## src/rtl/nf_pkg.sv

```systemverilog
package nf_pkg;
  typedef enum logic [1:0] {
    ST_REQ_HI = 2'd0,
    ST_REQ_LO = 2'd1,
    ST_WAIT   = 2'd2
  } fetch_st_e;
endpackage

```

## src/rtl/nf_fetch_pc.sv

```systemverilog
module nf_fetch_pc #(
  parameter int ADDR_W = 16
) (
  input  logic              clk_i,
  input  logic              rst_ni,
  input  logic              adv_i,
  input  logic              load_i,
  input  logic [ADDR_W-1:0] target_i,
  output logic [ADDR_W-1:0] pc_o
);
  logic [ADDR_W-1:0] pc_q;

  always_ff @(posedge clk_i or negedge rst_ni) begin
    if (!rst_ni)     pc_q <= '0;
    else if (load_i) pc_q <= target_i;
    else if (adv_i)  pc_q <= pc_q + ADDR_W'(1);
  end

  assign pc_o = pc_q;
endmodule

```

## src/rtl/nf_fetch_seq.sv

```systemverilog
module nf_fetch_seq
  import nf_pkg::*;
(
  input  logic clk_i,
  input  logic rst_ni,
  input  logic stall_i,
  input  logic load_i,
  output logic rd_o,
  output logic cap_hi_o,
  output logic cap_lo_o
);
  fetch_st_e st_q, st_d;
  logic      pend_q, pend_lo_q;

  always_comb begin
    rd_o     = (st_q != ST_WAIT) && !stall_i && !load_i;
    // a load drops any byte still in flight
    cap_hi_o = pend_q && !pend_lo_q && !load_i;
    cap_lo_o = pend_q &&  pend_lo_q && !load_i;
    st_d     = st_q;
    if (load_i)        st_d = ST_REQ_HI;
    else if (rd_o)     st_d = (st_q == ST_REQ_HI) ? ST_REQ_LO : ST_WAIT;
    else if (cap_lo_o) st_d = ST_REQ_HI;
  end

  always_ff @(posedge clk_i or negedge rst_ni) begin
    if (!rst_ni) begin
      st_q      <= ST_REQ_HI;
      pend_q    <= 1'b0;
      pend_lo_q <= 1'b0;
    end else begin
      st_q      <= st_d;
      pend_q    <= rd_o;
      pend_lo_q <= rd_o && (st_q == ST_REQ_LO);
    end
  end


  cap_hi_follows_rd_chk: assert property (@(posedge clk_i) disable iff (!rst_ni)
    cap_hi_o |-> $past(rd_o));


  cap_lo_follows_rd_chk: assert property (@(posedge clk_i) disable iff (!rst_ni)
    cap_lo_o |-> $past(rd_o));


  wait_one_cycle_chk: assert property (@(posedge clk_i) disable iff (!rst_ni)
    (st_q == ST_WAIT) |=> (st_q == ST_REQ_HI));
endmodule

```

## src/rtl/nf_assemble.sv

```systemverilog
module nf_assemble #(
  parameter int BUS_W   = 8,
  parameter int INSTR_W = 12
) (
  input  logic               clk_i,
  input  logic               rst_ni,
  input  logic               cap_hi_i,
  input  logic               cap_lo_i,
  input  logic [BUS_W-1:0]   data_i,
  output logic [INSTR_W-1:0] instr_o,
  output logic               valid_o
);
  localparam int HOLD_W = 2 * BUS_W;
  localparam int DROP_W = HOLD_W - INSTR_W;

  logic [BUS_W-1:0]   hi_q;
  logic [HOLD_W-1:0]  word;
  logic [INSTR_W-1:0] instr_q;
  logic               valid_q;

  assign word = {hi_q, data_i};

  generate
    if (DROP_W > 0) begin : g_drop
      logic [DROP_W-1:0] unused_nib;
      assign unused_nib = word[DROP_W-1:0];
    end
  endgenerate

  always_ff @(posedge clk_i or negedge rst_ni) begin
    if (!rst_ni) begin
      hi_q    <= '0;
      instr_q <= '0;
      valid_q <= 1'b0;
    end else begin
      if (cap_hi_i) hi_q <= data_i;
      if (cap_lo_i) instr_q <= word[HOLD_W-1 -: INSTR_W];
      valid_q <= cap_lo_i;
    end
  end

  assign instr_o = instr_q;
  assign valid_o = valid_q;


  valid_single_chk: assert property (@(posedge clk_i) disable iff (!rst_ni)
    valid_q |=> !valid_q);


  instr_hold_chk: assert property (@(posedge clk_i) disable iff (!rst_ni)
    !valid_q |-> $stable(instr_q));
endmodule

```

## src/rtl/narrow_fetch.sv

```systemverilog
module narrow_fetch #(
  parameter int ADDR_W  = 16,
  parameter int BUS_W   = 8,
  parameter int INSTR_W = 12
) (
  input  logic               clk_i,
  input  logic               rst_ni,
  input  logic               stall_i,
  input  logic               pc_load_i,
  input  logic [ADDR_W-1:0]  pc_target_i,
  output logic [ADDR_W-1:0]  mem_addr_o,
  output logic               mem_rd_o,
  input  logic [BUS_W-1:0]   mem_data_i,
  output logic [INSTR_W-1:0] instr_o,
  output logic               instr_valid_o
);
  logic rd, cap_hi, cap_lo;

  nf_fetch_seq u_seq (
    .clk_i    (clk_i),
    .rst_ni   (rst_ni),
    .stall_i  (stall_i),
    .load_i   (pc_load_i),
    .rd_o     (rd),
    .cap_hi_o (cap_hi),
    .cap_lo_o (cap_lo)
  );

  nf_fetch_pc #(.ADDR_W(ADDR_W)) u_pc (
    .clk_i    (clk_i),
    .rst_ni   (rst_ni),
    .adv_i    (rd),
    .load_i   (pc_load_i),
    .target_i (pc_target_i),
    .pc_o     (mem_addr_o)
  );

  nf_assemble #(.BUS_W(BUS_W), .INSTR_W(INSTR_W)) u_asm (
    .clk_i    (clk_i),
    .rst_ni   (rst_ni),
    .cap_hi_i (cap_hi),
    .cap_lo_i (cap_lo),
    .data_i   (mem_data_i),
    .instr_o  (instr_o),
    .valid_o  (instr_valid_o)
  );

  assign mem_rd_o = rd;


  addr_step_chk: assert property (@(posedge clk_i) disable iff (!rst_ni)
    (mem_rd_o && !pc_load_i) |=> (mem_addr_o == ADDR_W'($past(mem_addr_o) + ADDR_W'(1))));


  stall_hold_chk: assert property (@(posedge clk_i) disable iff (!rst_ni)
    (stall_i && !pc_load_i) |=> $stable(mem_addr_o));


  load_target_chk: assert property (@(posedge clk_i) disable iff (!rst_ni)
    pc_load_i |=> (mem_addr_o == $past(pc_target_i)));


  load_no_valid_chk: assert property (@(posedge clk_i) disable iff (!rst_ni)
    pc_load_i |=> !instr_valid_o);
endmodule

```

## config.mk

```make
export PLATFORM = sky130hd
export DESIGN_NAME = narrow_fetch
export DESIGN_NICKNAME = d
export VERILOG_FILES = /design/src/rtl/nf_pkg.sv /design/src/rtl/nf_fetch_pc.sv /design/src/rtl/nf_fetch_seq.sv /design/src/rtl/nf_assemble.sv /design/src/rtl/narrow_fetch.sv
export SDC_FILE = /design/constraint.sdc
export NUM_CORES = 1
export LEC_CHECK = 0
export BUFFER_PORTS_ARGS = -buffer_cell sky130_fd_sc_hd__buf_2
export CELL_PAD_IN_SITES_DETAIL_PLACEMENT = 1
export CELL_PAD_IN_SITES_GLOBAL_PLACEMENT = 2
export CORE_MARGIN = 5
export CORE_UTILIZATION = 31
export CTS_CLUSTER_SIZE = 16
export DETAILED_ROUTE_END_ITERATION = 16
export GPL_ROUTABILITY_DRIVEN = 0
export PLACE_DENSITY_LB_ADDON = 0.1
export SETUP_SLACK_MARGIN = 0.5
export SYNTH_ARGS = -nofsm -noshare
export SYNTH_HDL_FRONTEND = slang
export SYNTH_SLANG_ARGS = --single-unit
```

## constraint.sdc

```tcl
create_clock -name clk_i -period 2.47 [get_ports clk_i]
set_input_delay 0.1235 -clock clk_i [delete_from_list [all_inputs] [get_ports clk_i]]
set_output_delay 0.1235 -clock clk_i [all_outputs]
set_load 0.01 [all_outputs]
```

### Word-level counts from Yosys, hierarchy flattened

Index checks and enable logic that the tools add are counted.

| word-level totals | value |
|---|---|
| register bits after elaboration | 41 |
| output and inout bits | 30 |
| input bits | 28 |

| operators by class | value |
|---|---|
| add/subtract/negate cells | 1 |
| muxes and demuxes | 6 |
| reduce and logical (&&, ||, !) cells | 13 |
| equal/unequal tests | 2 |

Operator list:

| cell | count |
|---|---|
| $mux 16 | 2 |
| $add 16x1->16 const B | 1 |
| $mux 2 | 4 |
| $logic_and 1x1->1 | 7 |
| $logic_not 1->1 | 3 |
| $reduce_bool 3->1 | 1 |
| $eq 2x1->1 const B | 1 |
| $logic_not 2->1 | 1 |
| $ne 2x2->1 const B | 1 |
| $reduce_bool 2->1 | 1 |

### Longest topological paths before layout

| depth | value |
|---|---|
| depth after elaboration | 5 |
| depth in mapped cells | 6 |
| gate-level depth less buffers | 5 |

### Hierarchy

A second synthesis with hierarchy kept.

| second synthesis, totals | value |
|---|---|
| cells, all modules | 157 |
| area, all modules | 1920.6 um^2 |

By module, submodules not included:

| module | cells each | area an instance (um^2) | instances |
|---|---|---|---|
| nf_fetch_pc | 99 | 943.4 | 1 |
| nf_assemble | 43 | 810.8 | 1 |
| nf_fetch_seq | 15 | 166.4 | 1 |

### Least setup slack after synthesis

No wires, ideal clock.

| path | value |
|---|---|
| path kind | register to register |
| start | register u_seq.st_q[1] |
| end | register u_pc.pc_q[13] (netlist: u_pc.pc_o[13]) |
| cell stages (with the launch flop) | 7 |
| path slack | 468 ps |
| library setup time | 82 ps |
| arrival time | 1920 ps |
| cells stage by stage | dfrtp_1 -> nor2b_1 -> buf_6 -> or4_4 -> buf_6 -> or4_1 -> a31oi_1 |

| between the ends | value |
|---|---|
| word-level cells in the longest chain between the ends | 4 |

Ends and longest elaborated chain:

| element | RTL line | text |
|---|---|---|
| start: declaration | nf_fetch_seq.sv:12 | `fetch_st_e st_q, st_d;` |
| start signal: assignment | nf_fetch_seq.sv:32 | `st_q <= st_d;` |
| $ne 2x2->1 | nf_fetch_seq.sv:16 | `rd_o = (st_q != ST_WAIT) && !stall_i && !load_i;` |
| $logic_and 1x1->1 (2 in a row) | nf_fetch_seq.sv:16 |  |
| $reduce_bool 2->1 (no line) | -- |  |
| end signal: assignment | nf_fetch_pc.sv:15 | `else if (load_i) pc_q <= target_i;` |
| end signal: assignment | nf_fetch_pc.sv:16 | `else if (adv_i) pc_q <= pc_q + ADDR_W'(1);` |
| end: declaration | nf_fetch_pc.sv:11 | `logic [ADDR_W-1:0] pc_q;` |

Every way passes these cells.
A chain may end at the register's enable or synchronous reset.

### Final worst setup path

| path | value |
|---|---|
| start | register u_seq.st_q[1] |
| end | register u_pc.pc_q[11] (netlist: u_pc.pc_o[11]) |

The elaborated chain is that of the path after synthesis.

==> results.json <==
{
  "port_buffers": 57,
  "avgSynthCellArea_um2": 11.3,
  "firstDrtPassIters": 4,
  "vias_per_cell": 5.00,
  "setup_tns_ns": 0,
  "drc": 0,
  "crit_path_end_kind": "flip-flop",
  "grt_max_degree": 42,
  "rows": 28,
  "drv_cap": 0,
  "syn_area_um2": 1840,
  "regArea_um2": 1030,
  "drt-total-wl_um": 4640,
  "path_cells": "nor2b_4 > or4_4 > or4_1 > a31oi_1",
  "drt_iter0_drc": 50,
  "timing.rr.end": "u_pc.pc_o[11]",
  "nets": 253,
  "clkTransAtPathRegs_ns": 0.09,
  "crit_arrival_ns": 2.10,
  "async_flop_share": 1.00,
  "ir_drop_v": 0.000279,
  "die_w_um": 87.1,
  "nFillCells": 670,
  "antenna_found_initial": 0,
  "hold_depth": 3,
  "clk_path_buf_depth": 2,
  "antenna_cells": 0,
  "setup_viol": 0,
  "grt_pass1_wl_um": 7760,
  "startpoint_type": "flip-flop",
  "comb_power_share": 0.166,
  "first_global_vias": 1654,
  "drtAntennaViolNets": 0,
  "die_area_um2": 7590,
  "synth_cell_types": 31,
  "crit_family": "simple AND/OR/NAND/NOR gates",
  "worstHoldEndpoint": "u_pc.pc_o[9]",
  "timing.fmax_ghz": 0.531,
  "period_share": 0.762,
  "dp_hpwl_um": 3440,
  "cts_root_buf": "clkbuf_8",
  "reg2regPathDepth": 4,
  "netlist_instances": 163,
  "pre_cts_slack_ns": 0.488,
  "setup_slack_ns": 0.588,
  "reg2reg_slack_ns": 0.59,
  "num_vias": 1500,
  "internal-power_mw": 1.23,
  "pin_count": 58,
  "synth_top_flop_cell": "dfrtp_1",
  "hold_slack_ns": 0.0334,
  "grt_usage": 0.131,
  "area_growth_pct": 27.5,
  "hold_class": "in2reg",
  "drive_gt1_frac": 0.422,
  "slowest_delay_ns": 0.56,
  "ys_warn_count": 0,
  "netSwitchingFraction": 0.263,
  "htreeDepth": 2,
  "crit_fanout": 10,
  "worstPathRequired_ns": 2.69,
  "grt_setup_unrepaired": "false",
  "grt.overflow.total": 0,
  "worstSkewPairLatency_ns": 0.29,
  "critical_path_class": "reg2reg",
  "tritoncts": "done",
  "slew_violations": 0,
  "syn_nets": 192,
  "clock_skew_ns": 0.0101,
  "status": "completed",
  "post_drt_wl_per_cell_um": 15.5,
  "r2r_start": "u_seq.st_q[1]",
  "multiInputGateArea_um2": 769,
  "clkPwrFrac": 0.339,
  "pwr-share-seq": 0.495,
  "min_from": "pc_target_i[9]",
  "fp.dieH_um": 87.1,
  "power.switching_mw": 0.436,
  "leakagePower_nw": 1.11,
  "synth-seq-cells": 41,
  "hold_violations": 0,
  "cp_slowest_cell": "or4_4",
  "slew_headroom": 0.379,
  "powerDensity_nw_per_um2": 707,
  "cts-buffers-inserted": 5,
  "tightest_slew_ns": 0.932,
  "post-route-min-period_ns": 1.88,
  "start_util": 0.315,
  "cts.sinks": 41,
  "ys_seq_area_frac": 0.556,
  "core_area_um2": 5850,
  "synth_edf_count": 0,
  "post-route-util": 0.402,
  "total_power_mw": 1.66,
  "cp_num_buf_inv": 0
}
logic make-up after synthesis:
group / after synthesis / share of synthesized area
simple gates: 57 / 0.163
flops: 41 / 0.556
compound gates: 24 / 0.0807
mux: 21 / 0.128
buf+inv: 12 / 0.0326
xor+xnor: 7 / 0.0332
fa+ha+maj: 1 / 0.00678
cell type report:
cell class                      instances  share of cell area
Inverter                                4             0.00639
Clock inverter                          2              0.0160
Clock buffer                            6              0.0351
Multi-Input combinational cell        110               0.327
Sequential cell                        41               0.437
Timing Repair Buffer                   62               0.138
Tap cell                               75              0.0399
power by group through the flow:
stage | clock network (mW) | registers, mW | logic (mW)
2_1_floorplan | 0 | 0.850 | 0.130
3_3_place_gp | 0 | 0.830 | 0.262
3_5_place_dp | 0 | 0.838 | 0.276
4_1_cts | 0.583 | 0.825 | 0.278
5_1_grt | 0.614 | 0.837 | 0.308
6_report | 0.563 | 0.823 | 0.275
tightest hold or removal path: stages:
cell,delay (ns)
buf_2,0.07
nand2_1,0.04
nand3_1,0.05
metal layers:
layer / share of wire / track usage
met2: 0.51 / 0.226
met1: 0.43 / 0.157
met5: 0 / 0
met3: 0.062 / 0.0435
met4: 0.0060 / 0.0335
worst max path at each step:
stage / start / end / slack (ns) / cells after the start
3_5_place_dp: pc_load_i / u_asm.instr_o[3] / 0.49 / 4
6_report: u_seq.st_q[1] / u_pc.pc_o[11] / 0.59 / 4
2_1_floorplan: u_seq.st_q[1] / u_pc.pc_o[11] / 0.51 / 6
4_1_cts: u_pc.pc_o[7] / u_pc.pc_o[12] / 0.52 / 4
5_1_grt: u_pc.pc_o[1] / u_pc.pc_o[14] / 0.51 / 5
3_3_place_gp: u_pc.pc_o[2] / u_pc.pc_o[11] / 0.60 / 4
sequential cells by signal, summed over array words and instances (netlist names):
| signal | cells |
|---|---|
| u_asm.hi_q | 8 |
| u_asm.instr_o | 12 |
| u_asm.valid_o | 1 |
| u_pc.pc_o | 16 |
| u_seq.pend_lo_q | 1 |
| u_seq.pend_q | 1 |
| u_seq.st_q | 2 |
per-stage QoR:
step | cell area [um^2] | std cells
2_1_floorplan | 1850 | 163
3_3_place_gp | 2190 | 287
3_5_place_dp | 2190 | 287
4_1_cts | 2320 | 296
5_1_grt | 2350 | 300
6_report | 2350 | 300
placed cells by master (no fill, tap or decap), drive strengths merged, types with 2 or more instances in the layout:
cell    instances
o211ai          2
nand3           6
nor4b           2
nor2           10
inv             4
nor4            2
dfrtp          41
nor3            5
buf            61
clkbuf          6
nand4           2
nand2          16
o21ai          10
or3             2
xnor2           7
or4             6
nor2b           2
mux2           20
o31ai           3
a31oi           6
synth_stat cells, drive strengths merged, types with 5 or more instances:
library cell / count / area (um^2)
xnor2: 7 / 61.3
nor3: 5 / 25.0
nand2: 16 / 60.1
o21ai: 10 / 50.1
or4: 6 / 48.8
nor2: 10 / 37.5
a31oi: 6 / 37.5
mux2: 20 / 225
nand3: 6 / 30.0
dfrtp: 41 / 1030
what timing repair did:
item / CTS / global route
endpoints found under the hold margin: 9 / 0
gates resized for setup: 0 / 2
hold buffers: 1 / 0
setup buffers: 0 / 4
endpoints found under the setup margin: 0 / 5
Note: power is estimated with default switching activity, not from simulation.
